$ cat src/rtl/spw_pkg.sv
package spw_pkg;
  localparam int unsigned OPC_LEN   = 3;
  localparam logic [OPC_LEN-1:0] OPC_READ = 3'b110;
  localparam int unsigned NARROW_AW = 6;
  localparam int unsigned WIDE_AW   = 8;
  localparam int unsigned ADDR_W    = WIDE_AW;
  localparam int unsigned AWC_W     = $clog2(ADDR_W + 1);

  typedef enum logic [1:0] {
    SQ_IDLE = 2'd0,
    SQ_OPC  = 2'd1,
    SQ_ADR  = 2'd2,
    SQ_DAT  = 2'd3
  } sq_state_e;
endpackage

$ cat src/rtl/spw_sync.sv
module spw_sync #(
  parameter int unsigned STAGES  = 2,
  parameter logic        RST_VAL = 1'b1
) (
  input  logic clk,
  input  logic rst_n,
  input  logic d,
  output logic q
);
  logic [STAGES-1:0] chain_q;
  logic [STAGES-1:0] chain_d;

  always_comb begin
    chain_d[0] = d;
    for (int i = 1; i < STAGES; i++) begin
      chain_d[i] = chain_q[i-1];
    end
  end

  always_ff @(posedge clk or negedge rst_n) begin
    if (!rst_n) begin
      chain_q <= {STAGES{RST_VAL}};
    end else begin
      chain_q <= chain_d;
    end
  end

  assign q = chain_q[STAGES-1];
endmodule

$ cat src/rtl/spw_pacer.sv
module spw_pacer #(
  parameter int unsigned HALF_CYC = 50
) (
  input  logic clk,
  input  logic rst_n,
  input  logic run,
  output logic tick
);
  localparam int unsigned TW = (HALF_CYC > 1) ? $clog2(HALF_CYC) : 1;
  localparam logic [TW-1:0] LAST = TW'(HALF_CYC - 1);

  logic [TW-1:0] cnt_q;
  logic [TW-1:0] cnt_d;

  assign tick = run && (cnt_q == LAST);

  always_comb begin
    cnt_d = cnt_q;
    if (!run || tick) begin
      cnt_d = '0;
    end else begin
      cnt_d = cnt_q + 1'b1;
    end
  end

  always_ff @(posedge clk or negedge rst_n) begin
    if (!rst_n) begin
      cnt_q <= '0;
    end else begin
      cnt_q <= cnt_d;
    end
  end

  AST_PACE_RANGE: assert property (@(posedge clk) disable iff (!rst_n)
    cnt_q <= LAST);
  AST_PACE_IDLE_ZERO: assert property (@(posedge clk) disable iff (!rst_n)
    !run |=> (cnt_q == '0));
endmodule

$ cat src/rtl/spw_seq.sv
module spw_seq
  import spw_pkg::*;
#(
  parameter int unsigned DATA_W = 16
) (
  input  logic              clk,
  input  logic              rst_n,
  input  logic              tick,
  input  logic              do_s,
  input  logic              start,
  input  logic              rd_req,
  input  logic [ADDR_W-1:0] rd_addr,
  output logic              run,
  output logic              cs,
  output logic              sk,
  output logic              di,
  output logic [AWC_W-1:0]  width,
  output logic              width_ok,
  output logic              width_bad,
  output logic              rd_ready,
  output logic [DATA_W-1:0] rd_data,
  output logic              rd_valid
);
  localparam int unsigned TXW = OPC_LEN + ADDR_W;
  localparam int unsigned CW  = $clog2((DATA_W > ADDR_W) ? DATA_W : ADDR_W);

  sq_state_e         st_q, st_d;
  logic              ph_q, ph_d;
  logic [CW-1:0]     cnt_q, cnt_d;
  logic [TXW-1:0]    tx_q, tx_d;
  logic [DATA_W-2:0] rx_q, rx_d;
  logic              det_q, det_d;
  logic              cs_q, cs_d, sk_q, sk_d, di_q, di_d;
  logic [AWC_W-1:0]  aw_q, aw_d;
  logic              ok_q, ok_d, bad_q, bad_d, done_q, done_d;
  logic [DATA_W-1:0] rdata_q, rdata_d;
  logic              rdv_q, rdv_d;
  logic [AWC_W-1:0]  probe_n;
  logic [AWC_W-1:0]  sh;
  logic              fin;

  assign run       = (st_q != SQ_IDLE);
  assign rd_ready  = (st_q == SQ_IDLE) && done_q;
  assign cs        = cs_q;
  assign sk        = sk_q;
  assign di        = di_q;
  assign width     = aw_q;
  assign width_ok  = ok_q;
  assign width_bad = bad_q;
  assign rd_data   = rdata_q;
  assign rd_valid  = rdv_q;

  always_comb begin
    st_d    = st_q;
    ph_d    = ph_q;
    cnt_d   = cnt_q;
    tx_d    = tx_q;
    rx_d    = rx_q;
    det_d   = det_q;
    cs_d    = cs_q;
    sk_d    = sk_q;
    di_d    = di_q;
    aw_d    = aw_q;
    ok_d    = ok_q;
    bad_d   = bad_q;
    done_d  = done_q;
    rdata_d = rdata_q;
    rdv_d   = 1'b0;
    fin     = 1'b0;
    probe_n = AWC_W'(cnt_q) + AWC_W'(1);
    sh      = AWC_W'(ADDR_W) - aw_q;

    if (st_q == SQ_IDLE) begin
      if (start) begin
        st_d   = SQ_OPC;
        ph_d   = 1'b0;
        cnt_d  = '0;
        det_d  = 1'b1;
        tx_d   = {OPC_READ, {ADDR_W{1'b0}}};
        cs_d   = 1'b1;
        sk_d   = 1'b0;
        di_d   = OPC_READ[OPC_LEN-1];
        ok_d   = 1'b0;
        bad_d  = 1'b0;
        done_d = 1'b0;
      end else if (rd_req && done_q) begin
        st_d  = SQ_OPC;
        ph_d  = 1'b0;
        cnt_d = '0;
        det_d = 1'b0;
        tx_d  = {OPC_READ, rd_addr << sh};
        cs_d  = 1'b1;
        sk_d  = 1'b0;
        di_d  = OPC_READ[OPC_LEN-1];
      end
    end else if (tick) begin
      if (!ph_q) begin
        sk_d = 1'b1;
        ph_d = 1'b1;
      end else begin
        sk_d = 1'b0;
        ph_d = 1'b0;
        tx_d = tx_q << 1;
        di_d = tx_q[TXW-2];
        case (st_q)
          SQ_OPC: begin
            if (cnt_q == CW'(OPC_LEN - 1)) begin
              st_d  = SQ_ADR;
              cnt_d = '0;
            end else begin
              cnt_d = cnt_q + 1'b1;
            end
          end
          SQ_ADR: begin
            if (det_q) begin
              if (!do_s || (cnt_q == CW'(ADDR_W - 1))) begin
                fin    = 1'b1;
                done_d = 1'b1;
                if (!do_s && ((probe_n == AWC_W'(NARROW_AW)) ||
                              (probe_n == AWC_W'(WIDE_AW)))) begin
                  aw_d = probe_n;
                  ok_d = 1'b1;
                end else begin
                  aw_d  = AWC_W'(NARROW_AW);
                  bad_d = 1'b1;
                end
              end else begin
                cnt_d = cnt_q + 1'b1;
              end
            end else if (probe_n == aw_q) begin
              st_d  = SQ_DAT;
              cnt_d = '0;
            end else begin
              cnt_d = cnt_q + 1'b1;
            end
          end
          SQ_DAT: begin
            rx_d = {rx_q[DATA_W-3:0], do_s};
            if (cnt_q == CW'(DATA_W - 1)) begin
              fin     = 1'b1;
              rdata_d = {rx_q, do_s};
              rdv_d   = 1'b1;
            end else begin
              cnt_d = cnt_q + 1'b1;
            end
          end
          default: fin = 1'b1;
        endcase
        if (fin) begin
          st_d  = SQ_IDLE;
          cnt_d = '0;
          cs_d  = 1'b0;
          sk_d  = 1'b0;
          di_d  = 1'b0;
        end
      end
    end
  end

  always_ff @(posedge clk or negedge rst_n) begin
    if (!rst_n) begin
      st_q    <= SQ_IDLE;
      ph_q    <= 1'b0;
      cnt_q   <= '0;
      tx_q    <= '0;
      rx_q    <= '0;
      det_q   <= 1'b0;
      cs_q    <= 1'b0;
      sk_q    <= 1'b0;
      di_q    <= 1'b0;
      aw_q    <= AWC_W'(NARROW_AW);
      ok_q    <= 1'b0;
      bad_q   <= 1'b0;
      done_q  <= 1'b0;
      rdata_q <= '0;
      rdv_q   <= 1'b0;
    end else begin
      st_q    <= st_d;
      ph_q    <= ph_d;
      cnt_q   <= cnt_d;
      tx_q    <= tx_d;
      rx_q    <= rx_d;
      det_q   <= det_d;
      cs_q    <= cs_d;
      sk_q    <= sk_d;
      di_q    <= di_d;
      aw_q    <= aw_d;
      ok_q    <= ok_d;
      bad_q   <= bad_d;
      done_q  <= done_d;
      rdata_q <= rdata_d;
      rdv_q   <= rdv_d;
    end
  end

  AST_SK_NEEDS_CS: assert property (@(posedge clk) disable iff (!rst_n)
    sk_q |-> cs_q);
  AST_DI_STEADY_HIGH: assert property (@(posedge clk) disable iff (!rst_n)
    (sk_q && $past(sk_q)) |-> $stable(di_q));
  AST_PROBE_ZERO: assert property (@(posedge clk) disable iff (!rst_n)
    (st_q == SQ_ADR && det_q) |-> !di_q);
  AST_OK_WIDTH: assert property (@(posedge clk) disable iff (!rst_n)
    ok_q |-> ((aw_q == AWC_W'(NARROW_AW)) || (aw_q == AWC_W'(WIDE_AW))) && !bad_q);
  AST_BAD_FALLBACK: assert property (@(posedge clk) disable iff (!rst_n)
    bad_q |-> (aw_q == AWC_W'(NARROW_AW)));
  AST_IDLE_PINS: assert property (@(posedge clk) disable iff (!rst_n)
    (st_q == SQ_IDLE) |-> (!cs_q && !sk_q && !di_q));
  AST_READY_DESELECTED: assert property (@(posedge clk) disable iff (!rst_n)
    rd_ready |-> !cs_q);
  AST_RDV_SINGLE: assert property (@(posedge clk) disable iff (!rst_n)
    rdv_q |=> !rdv_q);
endmodule

$ cat src/rtl/spw_autowidth.sv
module spw_autowidth
  import spw_pkg::*;
#(
  parameter int unsigned HALF_CYC    = 50,
  parameter int unsigned SYNC_STAGES = 2,
  parameter int unsigned DATA_W      = 16
) (
  input  logic              clk,
  input  logic              rst_n,
  input  logic              det_start,
  output logic [AWC_W-1:0]  aw_width,
  output logic              aw_valid,
  output logic              aw_error,
  input  logic              rd_req,
  output logic              rd_ready,
  input  logic [ADDR_W-1:0] rd_addr,
  output logic [DATA_W-1:0] rd_data,
  output logic              rd_valid,
  output logic              ee_cs,
  output logic              ee_sk,
  output logic              ee_di,
  input  logic              ee_do
);
  logic rst_n_int;
  logic do_s;
  logic run;
  logic tick;

  spw_sync #(.STAGES(2), .RST_VAL(1'b0)) u_rst_sync (
    .clk(clk), .rst_n(rst_n), .d(1'b1), .q(rst_n_int)
  );

  spw_sync #(.STAGES(SYNC_STAGES), .RST_VAL(1'b1)) u_do_sync (
    .clk(clk), .rst_n(rst_n_int), .d(ee_do), .q(do_s)
  );

  spw_pacer #(.HALF_CYC(HALF_CYC)) u_pacer (
    .clk(clk), .rst_n(rst_n_int), .run(run), .tick(tick)
  );

  spw_seq #(.DATA_W(DATA_W)) u_seq (
    .clk(clk), .rst_n(rst_n_int), .tick(tick), .do_s(do_s),
    .start(det_start), .rd_req(rd_req), .rd_addr(rd_addr),
    .run(run), .cs(ee_cs), .sk(ee_sk), .di(ee_di),
    .width(aw_width), .width_ok(aw_valid), .width_bad(aw_error),
    .rd_ready(rd_ready), .rd_data(rd_data), .rd_valid(rd_valid)
  );
endmodule

$ cat config.mk
export PLATFORM = sky130hd
export DESIGN_NAME = spw_autowidth
export DESIGN_NICKNAME = d
export VERILOG_FILES = /design/src/rtl/spw_pkg.sv /design/src/rtl/spw_sync.sv /design/src/rtl/spw_pacer.sv /design/src/rtl/spw_seq.sv /design/src/rtl/spw_autowidth.sv
export SDC_FILE = /design/constraint.sdc
export NUM_CORES = 1
export LEC_CHECK = 0
export ABC_AREA = 1
export BUFFER_PORTS_ARGS = -buffer_cell sky130_fd_sc_hd__buf_2
export CORE_MARGIN = 10
export CORE_UTILIZATION = 49
export DETAILED_ROUTE_END_ITERATION = 12
export PLACE_DENSITY = 0.69
export SLEW_MARGIN = 20
export SYNTH_ARGS = -nofsm -noshare
export SYNTH_HDL_FRONTEND = slang
export SYNTH_HIERARCHICAL = 1
export SYNTH_SLANG_ARGS = --single-unit
export TNS_END_PERCENT = 100
$ cat constraint.sdc
create_clock -name clk -period 2.9 [get_ports clk]
set_input_delay 0.145 -clock clk [delete_from_list [all_inputs] [get_ports clk]]
set_output_delay 0.145 -clock clk [all_outputs]
set_load 0.02 [all_outputs]
==> out/qor.txt <==
Post-DR wirelength/cell = 13.2 um
Grt total ovfl = 0
Syn nets = 444
Final Cell Area = 0.00400 mm^2
Most prevalent standard cell on the critical path = sky130_fd_sc_hd__nand2_1
Clock transition at path regs = 0.08 ns
Pleak = 2.02 nW
Clock sink total = 69
Data required time at the worst endpoint = 3.13 ns
Post-Route WL = 7460 um
Total placed instance area = 0.00373 mm^2
Number of synthesized flops with an enable pin = 0
Summed negative setup slack over all endpoints = 0 ns
Detailed Place HPWL = 5470 um
Worst relative slew slack = 0.472
Synth unique cells = 35
WP buf/inv = 4
Core outline area = 0.00683 mm^2
Post-synthesis average cell area = 8.20 um^2
Post-CTS Hold Buffers = 2
Effective utilization at floorplan = 0.505
Hold Path Class = in2async
Number of inserted diodes = 0
Arr. time, crit path = 2.83 ns
Delay contributed by the slowest stage of the critical path = 0.42 ns
Synthesis-stage register bit count = 69
Post-route clock period utilization = 0.895
Ratio of total power to cell area = 902 mW/mm^2
Series of cell instances along the critical path = inv_1, ha_1, inv_2, inv_1, nor2_1, nand2_1, nand2_1, nand2_1, inv_2, nand2_1, nor2_2, nand2_1, nand2_1, nand2_1
Critical path fanouts, max = 16
Worst setup slack before clock tree synthesis = 0.360 ns
Internal Dissipation = 2.16 mW
Total clock buffers created by CTS = 9
Gate power share = 0.366
FFs w/ async S/R, synth = 1.00
Sequential cell area fraction in the yosys report = 0.502
Maximum buffer depth of the clock tree = 2
Detailed-router iteration count before antenna repair = 7
Clock root buffer master = sky130_fd_sc_hd__clkbuf_8
Actual slew at the worst max-slew pin = 0.792 ns
Power dissipated by switching net loads = 1.45 mW
Clk_lat worst skew = 0.34 ns
Die X-Extent = 104 um
Total routing usage reported by global routing = 0.140
Number of top-level pins = 40
Via count = 2851
DRC violations left = 0
Number of nets at the end of the flow = 489
Switching Share = 0.402
Outcome = complete, no violations
Full die area = 0.0108 mm^2
Clock power share = 0.262
Max Freq = 0.385 GHz
Final hold violations = 0
Number of antenna violations at the first check in global routing = 0
Final Max Slew Viols = 0
Category of cells accounting for the largest share of critical-path delay = simple AND/OR/NAND/NOR gates
Share of total power in sequential cells = 0.371
Iteration-0 DRC count of the detailed router = 135
Fraction of final layout cells sized beyond drive strength 1 = 0.185
Area added between synthesis and finish = 15.9%
Setup slack on the worst flop-to-flop path = 0.30 ns
Global placement routability congestion = 0.909
Finished Layout Cells = 567
Worst setup margin = 0.304 ns
Synth Instances = 421
Dominant synthesized flop cell = sky130_fd_sc_hd__dfrtp_1
Clock skew after layout = 0.0115 ns
Number of fill cells = 645
Number of cell rows = 30
Number of setup violations in the final report = 0
DP Cell Count = 549
Floorplan die height = 104 um
First-pass GRT wire length = 12800 um
Pin count of the biggest net entering global routing = 38
Post-layout total power = 3.61 mW
Max-cap viol count = 0
Setup repair after global routing missed its margin = false
Cell type of the slowest stage on the worst timing path = sky130_fd_sc_hd__dfrtp_1
Deepest level of the CTS H-tree = 3
Resize count post-CTS = 0
Maximum vdd drop = 474 uV
Worst Setup End Kind = flip-flop
Post-synthesis instance area = 0.00345 mm^2
Clock tree from TritonCTS = built
Routed via count divided by cell count = 5.03
Input/output buffers = 39
Vias in the first global route = 2762
Post-CTS setup-driven buffer insertion count = 0
Yosys synthesis warning count = 6
Nature of the critical path startpoint = flip-flop
Type of the worst setup path = reg2reg
Min cycle time layout = 2.60 ns
Count of nets left with antenna violations after detail routing = 0
-- logic make-up (layout without fill, tap and decap cells) --
family                   count (synthesis)  count (layout)  synth area share
AND/OR/NAND/NOR                        211             211             0.273
flip-flops                              69              69             0.502
AO/OA/AOI/OAI                           65              65             0.103
buffers and inverters                   61             111            0.0729
adder cells (fa/ha/maj)                 10              10            0.0363
XOR/XNOR                                 4               4            0.0123
other                                    1               1           0.00109
-- power by group through the flow --
stage,Clock [mW],Sequential [mW],Combinational [mW]
2_1_floorplan,0,1.36,1.02
6_report,0.947,1.34,1.32
4_1_cts,0.967,1.34,1.32
5_1_grt,1.01,1.36,1.50
3_3_place_gp,0,1.35,1.28
3_5_place_dp,0,1.35,1.31
-- per-stage QoR --
step,hold WS (ns),utilization
final,0.115,0.585
after global routing,0.109,0.585
after CTS,0.0947,0.585
after detailed placement,-0.0671,0.547
after global placement,-0.0704,0.547
after floorplan,-0.151,-
-- per-layer routing --
| layer | part of all wire | routed length, um | track usage |
|---|---|---|---|
| met5 | 0 | 0 | 0 |
| met4 | 0.0062 | 46 | 0.0497 |
| met3 | 0.076 | 564 | 0.0477 |
| met2 | 0.45 | 3360 | 0.212 |
| met1 | 0.47 | 3500 | 0.183 |
-- cell usage in the layout (no fill, tap or decap), drive strengths merged --
cell | Yosys | final
nand2 | 128 | 128
dfrtp | 65 | 65
inv | 49 | 50
buf | 4 | 43
o21ai | 42 | 42
nor2 | 34 | 34
nand3 | 32 | 32
a21oi | 18 | 18
nand4 | 11 | 11
ha | 10 | 10
clkbuf | 7 | 9
dfstp | 4 | 4
clkinv | 1 | 4
bufinv | 0 | 3
or2 | 3 | 3
xor2 | 3 | 3
dlygate4sd3 | 0 | 2
xnor2 | 1 | 1
o21bai | 1 | 1
conb | 1 | 1
o31ai | 1 | 1
nor3 | 1 | 1
o211ai | 1 | 1
nand3b | 1 | 1
o22ai | 1 | 1
o21a | 1 | 1
or3 | 1 | 1
-- synth_stat cells (all sizes together), types with 3 or more instances --
library cell / count / area share
a21oi: 18 / 0.026
buf: 4 / 0.011
clkbuf: 7 / 0.0076
dfrtp: 65 / 0.47
dfstp: 4 / 0.030
ha: 10 / 0.036
inv: 49 / 0.053
nand2: 128 / 0.15
nand3: 32 / 0.048
nand4: 11 / 0.024
nor2: 34 / 0.044
o21ai: 42 / 0.061
or2: 3 / 0.0054
xor2: 3 / 0.0098
-- final cells by class --
class / instances / area (um^2) / area share
Tap cell: 96 / 120 / 0.0300
Sequential cell: 69 / 1730 / 0.433
Inverter: 50 / 188 / 0.0469
Multi-Input combinational cell: 291 / 1470 / 0.367
Timing Repair Buffer: 45 / 245 / 0.0613
Clock buffer: 9 / 124 / 0.0310
Clock inverter: 7 / 121 / 0.0304
-- sequential cells by signal (all words and copies together), names as in the netlist --
name,count
u_seq/rx_q,15
u_seq/st_q,2
u_seq/width_bad,1
u_seq/width_ok,1
u_rst_sync/chain_q,2
u_pacer/cnt_q,6
u_seq/di,1
u_seq/rd_valid,1
u_seq/det_q,1
u_seq/rd_data,16
u_seq/done_q,1
u_seq/sk,1
u_seq/cnt_q,4
u_seq/tx_q,10
u_do_sync/chain_q,2
u_seq/cs,1
u_seq/width,4
-- final timing paths --
kind                                            start                     to  cells past startpoint
worst max-delay path                    u_seq/st_q[0]          u_seq/st_q[0]                     14
worst min-delay path                            rst_n  u_rst_sync/chain_q[0]                      2
worst max register to register          u_seq/st_q[0]          u_seq/st_q[0]                     14
worst min register to register  u_rst_sync/chain_q[1]      u_seq/rd_data[10]                      0
max in group asynchronous       u_rst_sync/chain_q[1]   u_do_sync/chain_q[1]                      1
min in group clk                            det_start            u_seq/det_q                      3
(Power assumes the default switching activity.)
